**config.mk**
```make
export PLATFORM = sky130hd
export DESIGN_NAME = tx_gap_ctrl
export DESIGN_NICKNAME = d
export VERILOG_FILES = /design/src/rtl/tx_gap_pkg.sv /design/src/rtl/tx_gap_cfg_decode.sv /design/src/rtl/tx_gap_lan_dic.sv /design/src/rtl/tx_gap_wan_stretch.sv /design/src/rtl/tx_gap_hold_timer.sv /design/src/rtl/tx_gap_ctrl.sv
export SDC_FILE = /design/constraint.sdc
export NUM_CORES = 1
export LEC_CHECK = 0
export BUFFER_PORTS_ARGS = -buffer_cell sky130_fd_sc_hd__buf_2
export CORE_AREA = 2 2 110 112
export DETAILED_ROUTE_END_ITERATION = 10
export DIE_AREA = 0 0 112 114
export HOLD_SLACK_MARGIN = 0.15
export PLACE_DENSITY_LB_ADDON = 0.12
export SLEW_MARGIN = 10
export SYNTH_ARGS = -nofsm -noshare
export SYNTH_HDL_FRONTEND = slang
export SYNTH_HIERARCHICAL = 1
export SYNTH_SLANG_ARGS = --single-unit
```
**constraint.sdc**
```tcl
create_clock -name clk -period 12.16 [get_ports clk]
set_input_delay 1.824 -clock clk [delete_from_list [all_inputs] [get_ports clk]]
set_output_delay 1.824 -clock clk [all_outputs]
set_load 0.1 [all_outputs]
```
**src/rtl/tx_gap_pkg.sv**
```systemverilog
package tx_gap_pkg;
  localparam int LANE_BYTES = 4;
  localparam int LANE_W     = 2;
  localparam int BYTE_CNT_W = 3;
  typedef enum logic {
    MODE_LAN = 1'b0,
    MODE_WAN = 1'b1
  } gap_mode_e;
endpackage

```
**src/rtl/tx_gap_cfg_decode.sv**
```systemverilog
module tx_gap_cfg_decode #(
  parameter int CFG_W   = 10,
  parameter int USE_W   = 6,
  parameter int GAP_W   = 8,
  parameter int DIV_W   = 5,
  parameter int LAN_MIN = 8,
  parameter int WAN_MIN = 4,
  parameter int WAN_MAX = 15
) (
  input  logic [CFG_W-1:0] gap_field,
  output logic [GAP_W-1:0] lan_gap,
  output logic [DIV_W-1:0] wan_div,
  output logic             lan_at_floor
);
  localparam logic [GAP_W-1:0] LAN_FLOOR = GAP_W'(LAN_MIN);
  logic [USE_W-1:0] used;
  logic [GAP_W-1:0] rounded;

  always_comb begin
    used    = gap_field[USE_W-1:0];
    rounded = (GAP_W'(used) + GAP_W'(2)) & ~GAP_W'(3);
    lan_gap = (rounded < LAN_FLOOR) ? LAN_FLOOR : rounded;
    if (used < USE_W'(WAN_MIN))      wan_div = DIV_W'(WAN_MIN + 1);
    else if (used > USE_W'(WAN_MAX)) wan_div = DIV_W'(WAN_MAX + 1);
    else                             wan_div = DIV_W'(used) + DIV_W'(1);
    lan_at_floor = (lan_gap == LAN_FLOOR);
  end
endmodule

```
**src/rtl/tx_gap_lan_dic.sv**
```systemverilog
module tx_gap_lan_dic #(
  parameter int GAP_W = 8
) (
  input  logic             clk,
  input  logic             rst_n,
  input  logic             upd_en,
  input  logic [2:0]       last_bytes,
  input  logic [GAP_W-1:0] lan_gap,
  output logic [GAP_W-1:0] lan_octets
);
  logic [1:0] deficit_q;
  logic [2:0] deficit_n;
  logic [1:0] pad;
  logic [2:0] shrink;
  logic [2:0] trial;

  always_comb begin
    pad    = 2'(3'd4 - last_bytes);
    shrink = 3'd4 - {1'b0, pad};
    trial  = {1'b0, deficit_q} + shrink;
    if (pad == 2'd0) begin
      lan_octets = lan_gap;
      deficit_n  = {1'b0, deficit_q};
    end else if (trial <= 3'd3) begin
      lan_octets = lan_gap - GAP_W'(shrink);
      deficit_n  = trial;
    end else begin
      lan_octets = lan_gap + GAP_W'(pad);
      deficit_n  = {1'b0, deficit_q} - {1'b0, pad};
    end
  end

  always_ff @(posedge clk or negedge rst_n) begin
    if (!rst_n)      deficit_q <= 2'd0;
    else if (upd_en) deficit_q <= deficit_n[1:0];
  end

  assert_deficit_bounded_R4: assert property (@(posedge clk) disable iff (!rst_n)
    upd_en |-> (deficit_n <= 3'd3));
  assert_lan_window_R4: assert property (@(posedge clk) disable iff (!rst_n)
    upd_en |-> ((lan_octets + GAP_W'(3) >= lan_gap) && (lan_octets <= lan_gap + GAP_W'(3))));
endmodule

```
**src/rtl/tx_gap_wan_stretch.sv**
```systemverilog
module tx_gap_wan_stretch #(
  parameter int DIV_W   = 5,
  parameter int EXTRA_W = 12,
  parameter int OCT_W   = 16,
  parameter int MIN_GAP = 12
) (
  input  logic             clk,
  input  logic             rst_n,
  input  logic             word_en,
  input  logic             eof,
  input  logic [2:0]       word_bytes,
  input  logic [DIV_W-1:0] wan_div,
  output logic [OCT_W-1:0] wan_octets
);
  logic [DIV_W-1:0]   resid_q, resid_n;
  logic [EXTRA_W-1:0] extra_q, extra_n;
  logic [DIV_W:0]     sum;
  logic               wrap;
  logic [OCT_W-1:0]   need, aligned;

  always_comb begin
    sum        = {1'b0, resid_q} + (DIV_W+1)'(word_bytes);
    wrap       = (sum >= {1'b0, wan_div});
    resid_n    = wrap ? DIV_W'(sum - {1'b0, wan_div}) : DIV_W'(sum);
    extra_n    = extra_q + EXTRA_W'(wrap);
    need       = OCT_W'(MIN_GAP) + OCT_W'(extra_n) + OCT_W'(word_bytes);
    aligned    = (need + OCT_W'(3)) & ~OCT_W'(3);
    wan_octets = aligned - OCT_W'(word_bytes);
  end

  always_ff @(posedge clk or negedge rst_n) begin
    if (!rst_n) begin
      resid_q <= '0;
      extra_q <= '0;
    end else if (word_en) begin
      resid_q <= resid_n;
      extra_q <= eof ? '0 : extra_n;
    end
  end

  assert_wan_min_gap_R7: assert property (@(posedge clk) disable iff (!rst_n)
    (word_en && eof) |-> (wan_octets >= OCT_W'(MIN_GAP)));
endmodule

```
**src/rtl/tx_gap_hold_timer.sv**
```systemverilog
module tx_gap_hold_timer #(
  parameter int CNT_W = 14
) (
  input  logic             clk,
  input  logic             rst_n,
  input  logic             load,
  input  logic [CNT_W-1:0] load_words,
  output logic             hold
);
  logic [CNT_W-1:0] cnt_q, cnt_n;

  always_comb begin
    cnt_n = cnt_q;
    if (load)                 cnt_n = load_words;
    else if (cnt_q != '0)     cnt_n = cnt_q - CNT_W'(1);
  end

  always_ff @(posedge clk or negedge rst_n) begin
    if (!rst_n) cnt_q <= '0;
    else        cnt_q <= cnt_n;
  end

  assign hold = (cnt_q != '0);

  assert_hold_starts_R9: assert property (@(posedge clk) disable iff (!rst_n)
    (load && (load_words != '0)) |=> hold);
endmodule

```
**src/rtl/tx_gap_ctrl.sv**
```systemverilog
module tx_gap_ctrl #(
  parameter int CFG_W       = 10,
  parameter int USE_W       = 6,
  parameter int OCT_W       = 16,
  parameter int EXTRA_W     = 12,
  parameter int WAN_MIN_GAP = 12
) (
  input  logic             clk,
  input  logic             rst_n,
  input  logic             frm_active,
  input  logic             frm_eof,
  input  logic [1:0]       eof_bytes,
  input  logic             wan_mode,
  input  logic [CFG_W-1:0] gap_field,
  output logic             tx_hold,
  output logic             gap_valid,
  output logic [OCT_W-1:0] gap_octets,
  output logic             gap_floor_warn
);
  import tx_gap_pkg::*;
  localparam int GAP_W = 8;
  localparam int DIV_W = 5;
  localparam int CNT_W = OCT_W - LANE_W;

  logic             word_take, eof_fire;
  logic [2:0]       word_bytes;
  logic [1:0]       pad;
  logic [GAP_W-1:0] lan_gap, lan_octets;
  logic [DIV_W-1:0] wan_div;
  logic             lan_at_floor;
  logic [OCT_W-1:0] wan_octets, sel_octets;
  logic [CNT_W-1:0] hold_words;
  gap_mode_e        mode;
  logic             valid_q;
  logic [OCT_W-1:0] octets_q, octets_n;
  logic [2:0]       lastb_q, lastb_n;

  always_comb begin
    mode       = gap_mode_e'(wan_mode);
    word_take  = frm_active & ~tx_hold;
    eof_fire   = word_take & frm_eof;
    word_bytes = frm_eof ? ({1'b0, eof_bytes} + 3'd1) : 3'(LANE_BYTES);
    pad        = 2'(3'd4 - word_bytes);
    sel_octets = (mode == MODE_WAN) ? wan_octets : OCT_W'(lan_octets);
    hold_words = CNT_W'((sel_octets - OCT_W'(pad)) >> LANE_W);
    octets_n   = eof_fire ? sel_octets : octets_q;
    lastb_n    = eof_fire ? word_bytes : lastb_q;
  end

  tx_gap_cfg_decode #(.CFG_W(CFG_W), .USE_W(USE_W), .GAP_W(GAP_W), .DIV_W(DIV_W)) u_dec (
    .gap_field(gap_field), .lan_gap(lan_gap), .wan_div(wan_div), .lan_at_floor(lan_at_floor));

  tx_gap_lan_dic #(.GAP_W(GAP_W)) u_lan (
    .clk(clk), .rst_n(rst_n), .upd_en(eof_fire && (mode == MODE_LAN)),
    .last_bytes(word_bytes), .lan_gap(lan_gap), .lan_octets(lan_octets));

  tx_gap_wan_stretch #(.DIV_W(DIV_W), .EXTRA_W(EXTRA_W), .OCT_W(OCT_W), .MIN_GAP(WAN_MIN_GAP)) u_wan (
    .clk(clk), .rst_n(rst_n), .word_en(word_take && (mode == MODE_WAN)), .eof(frm_eof),
    .word_bytes(word_bytes), .wan_div(wan_div), .wan_octets(wan_octets));

  tx_gap_hold_timer #(.CNT_W(CNT_W)) u_hold (
    .clk(clk), .rst_n(rst_n), .load(eof_fire), .load_words(hold_words), .hold(tx_hold));

  always_ff @(posedge clk or negedge rst_n) begin
    if (!rst_n) begin
      valid_q  <= 1'b0;
      octets_q <= '0;
      lastb_q  <= 3'd4;
    end else begin
      valid_q  <= eof_fire;
      octets_q <= octets_n;
      lastb_q  <= lastb_n;
    end
  end

  assign gap_valid      = valid_q;
  assign gap_octets     = octets_q;
  assign gap_floor_warn = (mode == MODE_LAN) & lan_at_floor;

  assert_lane_aligned_R5: assert property (@(posedge clk) disable iff (!rst_n)
    gap_valid |-> (((gap_octets + OCT_W'(lastb_q)) & OCT_W'(3)) == '0));
  assert_single_strobe_R8: assert property (@(posedge clk) disable iff (!rst_n)
    gap_valid |=> !gap_valid);
  assert_hold_with_strobe_R9: assert property (@(posedge clk) disable iff (!rst_n)
    gap_valid |-> tx_hold);
endmodule

```
==> qor.txt <==
Worst Hold Class -> reg2reg
Die Wd -> 112 um
Layout cells sized above 1 -> 0.128
Post-synth top cells -> nand2_1, o21ai_0, dfrtp_1, xnor2_1, nor2_1
Synthesized flop and latch total -> 50
Worst-Margin Slew -> 745 ps
DP Area -> 5270 sq um
Syn Inst Count -> 612
CTS Sinks -> 50
Most frequent cell after synthesis -> nand2_1
Reg clk slew, reported paths -> 70 ps
Initial antenna violation count -> 0
Largest net degree at the start of global routing -> 51
Synth async-reset ratio -> 1.00
Port buffer count -> 31
TritonCTS Buffers -> 5
Fill count -> 1214
Clk pwr share -> 0.151
Cts hold-fix bufs -> 0
Ant diodes -> 0
# Post-CTS Setup Buffers -> 0
EDFF count, synth -> 0
Hold Vio Cnt, Final -> 0
Post-synth cell types -> 85
Worst EP required -> 12340 ps
Longest Clk Path Bufs -> 2
Drt wl/cell -> 13.9 um
Critical path arrival -> 9760 ps
Ports -> 36
Max IR drop VDD -> 0.0929 mV
RD Place Congestion -> 0.770
Critical path's largest stage delay -> 580 ps
WP buf/inv -> 5
Starting DRT DRC Count -> 177
Worst hold margin -> 471 ps
Synth area leaders -> dfrtp_1, ha_1, xnor2_1
Max cap viols -> 0
Sequential Power Share -> 0.225
RSZ-0062 raised after global routing -> no
Hpwl dp -> 8320 um
Die Area -> 12800 sq um
Clk_lat worst skew -> 290 ps
CTS tree -> done
Tot GR Track Use -> 0.174
Seq/Total Area, Yosys -> 0.247
Vias in the first global route -> 3968
CP max FO -> 11
Final core utilization -> 0.464
Fmax -> 104 MHz
Post-synth top area share -> 0.247
Delay-heaviest family, CP -> simple AND/OR/NAND/NOR gates
Initial Utilization -> 0.432
Total number of vias -> 4116
Root buffer selected by CTS -> clkbuf_16
Congestion Overflow GR -> 0
Avg Cell Area, Syn -> 8.27 sq um
Final wirelength -> 10700 um
DR pass1 iterations -> 4
Status -> finished clean
Tcrit/Tclk final -> 0.788
Tmin final -> 9580 ps
CP Capture Type -> flop
Post-route ant nets -> 0
DR vias/cell -> 5.32
P_leak -> 2.28 nW
Crit-path slowest cell -> or4_4
Die Y -> 114 um
# DRC -> 0
Worst slew margin -> 0.500
Post-synthesis cell area -> 5060 sq um
Synth Warn # -> 6
Finish-stage setup viols -> 0
Clock Skews -> 5.69 ps
H-tree lvl count -> 2
Sw frac -> 0.460
Final nets -> 684
Design area -> 5440 sq um
Slew Viols, Final -> 0
Sw Pwr -> 0.490 mW
R2R setup slack -> 4370 ps
PwrDens -> 196 nW/um^2
Synthesis-to-finish area growth -> 7.49%
Core ar. -> 11700 sq um
Primary FF master, synth -> dfrtp_1
Top cell by count, worst path -> ha_1
Critical path type -> in2reg
Final TNS setup -> 0 ps
Area leader, netlist -> dfrtp_1
First-pass GRT wire length -> 18500 um
Internal -> 0.576 mW
Site row count -> 40
Combinational fraction of design power -> 0.624
CP startpoint kind -> input pin
Post_cts resized -> 0
==> logic make-up after synthesis <==
logic type,synth area share
buf+inv,0.0641
mux,0.0294
flops,0.247
simple gates,0.235
fa+ha+maj,0.109
xor+xnor,0.114
compound gates,0.201
other cells,0.000741
==> registers in the layout, summed over array words and instances, names as in the netlist <==
signal and cells:
u_wan/extra_q 12, u_lan/deficit_q 2, u_hold/cnt_q 14, gap_valid 1, gap_octets 16, u_wan/resid_q 5
==> per-layer routing <==
layer,track usage,up-vias,part of all wire
met4,0.0293,0,0.0070
met2,0.299,30,0.46
li1,-,2159,-
met3,0.0255,9,0.017
met1,0.238,1918,0.51
met5,0,-,0
==> area by class of cell <==
| type | count | area [sq um] | area share |
|---|---|---|---|
| multi-input cells | 493 | 3500 | 0.643 |
| flip-flops and latches | 50 | 1250 | 0.230 |
| repair buffers | 36 | 193 | 0.0354 |
| well taps | 147 | 184 | 0.0338 |
| inverters | 40 | 150 | 0.0276 |
| clock buffers | 5 | 125 | 0.0230 |
| clock inverters | 2 | 38.8 | 0.00713 |
==> worst paths after layout <==
check / startpoint / end / cells past startpoint
worst min-delay path: gap_octets[6]$_DFFE_PN0P_ / gap_octets[6]$_DFFE_PN0P_ / 2
worst max-delay path: eof_bytes[0] / u_hold/cnt_q[13]$_DFFE_PN0P_ / 33
min in group asynchronous: rst_n / u_lan/deficit_q[1]$_DFFE_PN0P_ / 2
max in group asynchronous: rst_n / u_wan/extra_q[5]$_DFFE_PN0P_ / 2
worst max register to register: u_wan/resid_q[0]$_DFFE_PN0P_ / u_hold/cnt_q[13]$_DFFE_PN0P_ / 31
worst min register to register: gap_octets[6]$_DFFE_PN0P_ / gap_octets[6]$_DFFE_PN0P_ / 2
==> metrics by stage <==
stage | power, mW | std cells | setup WS [ps]
2_1_floorplan | 0.792 | 614 | 2560
3_3_place_gp | 0.892 | 766 | 2330
3_5_place_dp | 0.910 | 766 | 2240
4_1_cts | 1.08 | 773 | 2540
5_1_grt | 1.16 | 773 | 2060
6_report | 1.07 | 773 | 2580
==> layout by cell type, fill, tap and decap left out, types with 5 or more instances in the layout <==
master and count:
a21o_1 7, a21oi_1 30, and2_1 5, buf_2 31, buf_4 5, clkbuf_16 5
dfrtp_1 50, fa_1 5, ha_1 36, inv_1 39, mux2i_1 9, nand2_1 64
nand2b_1 9, nand3_1 17, nand3b_1 5, nor2_1 43, nor2b_1 11, nor3_1 16
o211ai_1 6, o21ai_0 54, or3_1 5, xnor2_1 48, xor2_1 16
==> worst min-delay path, cell delays in order (launching register included) <==
cell,delay (ps)
dfrtp_1,340
nand2_1,40
o21ai_0,50
==> power groups by stage <==
stage	logic, mW	clock network, mW	registers, mW
after global placement	0.650	0	0.242
after CTS	0.670	0.166	0.240
after detailed placement	0.667	0	0.244
final	0.665	0.161	0.240
after global routing	0.747	0.171	0.246
after floorplan	0.527	0	0.265
Note: power is estimated with default switching activity, not from simulation.
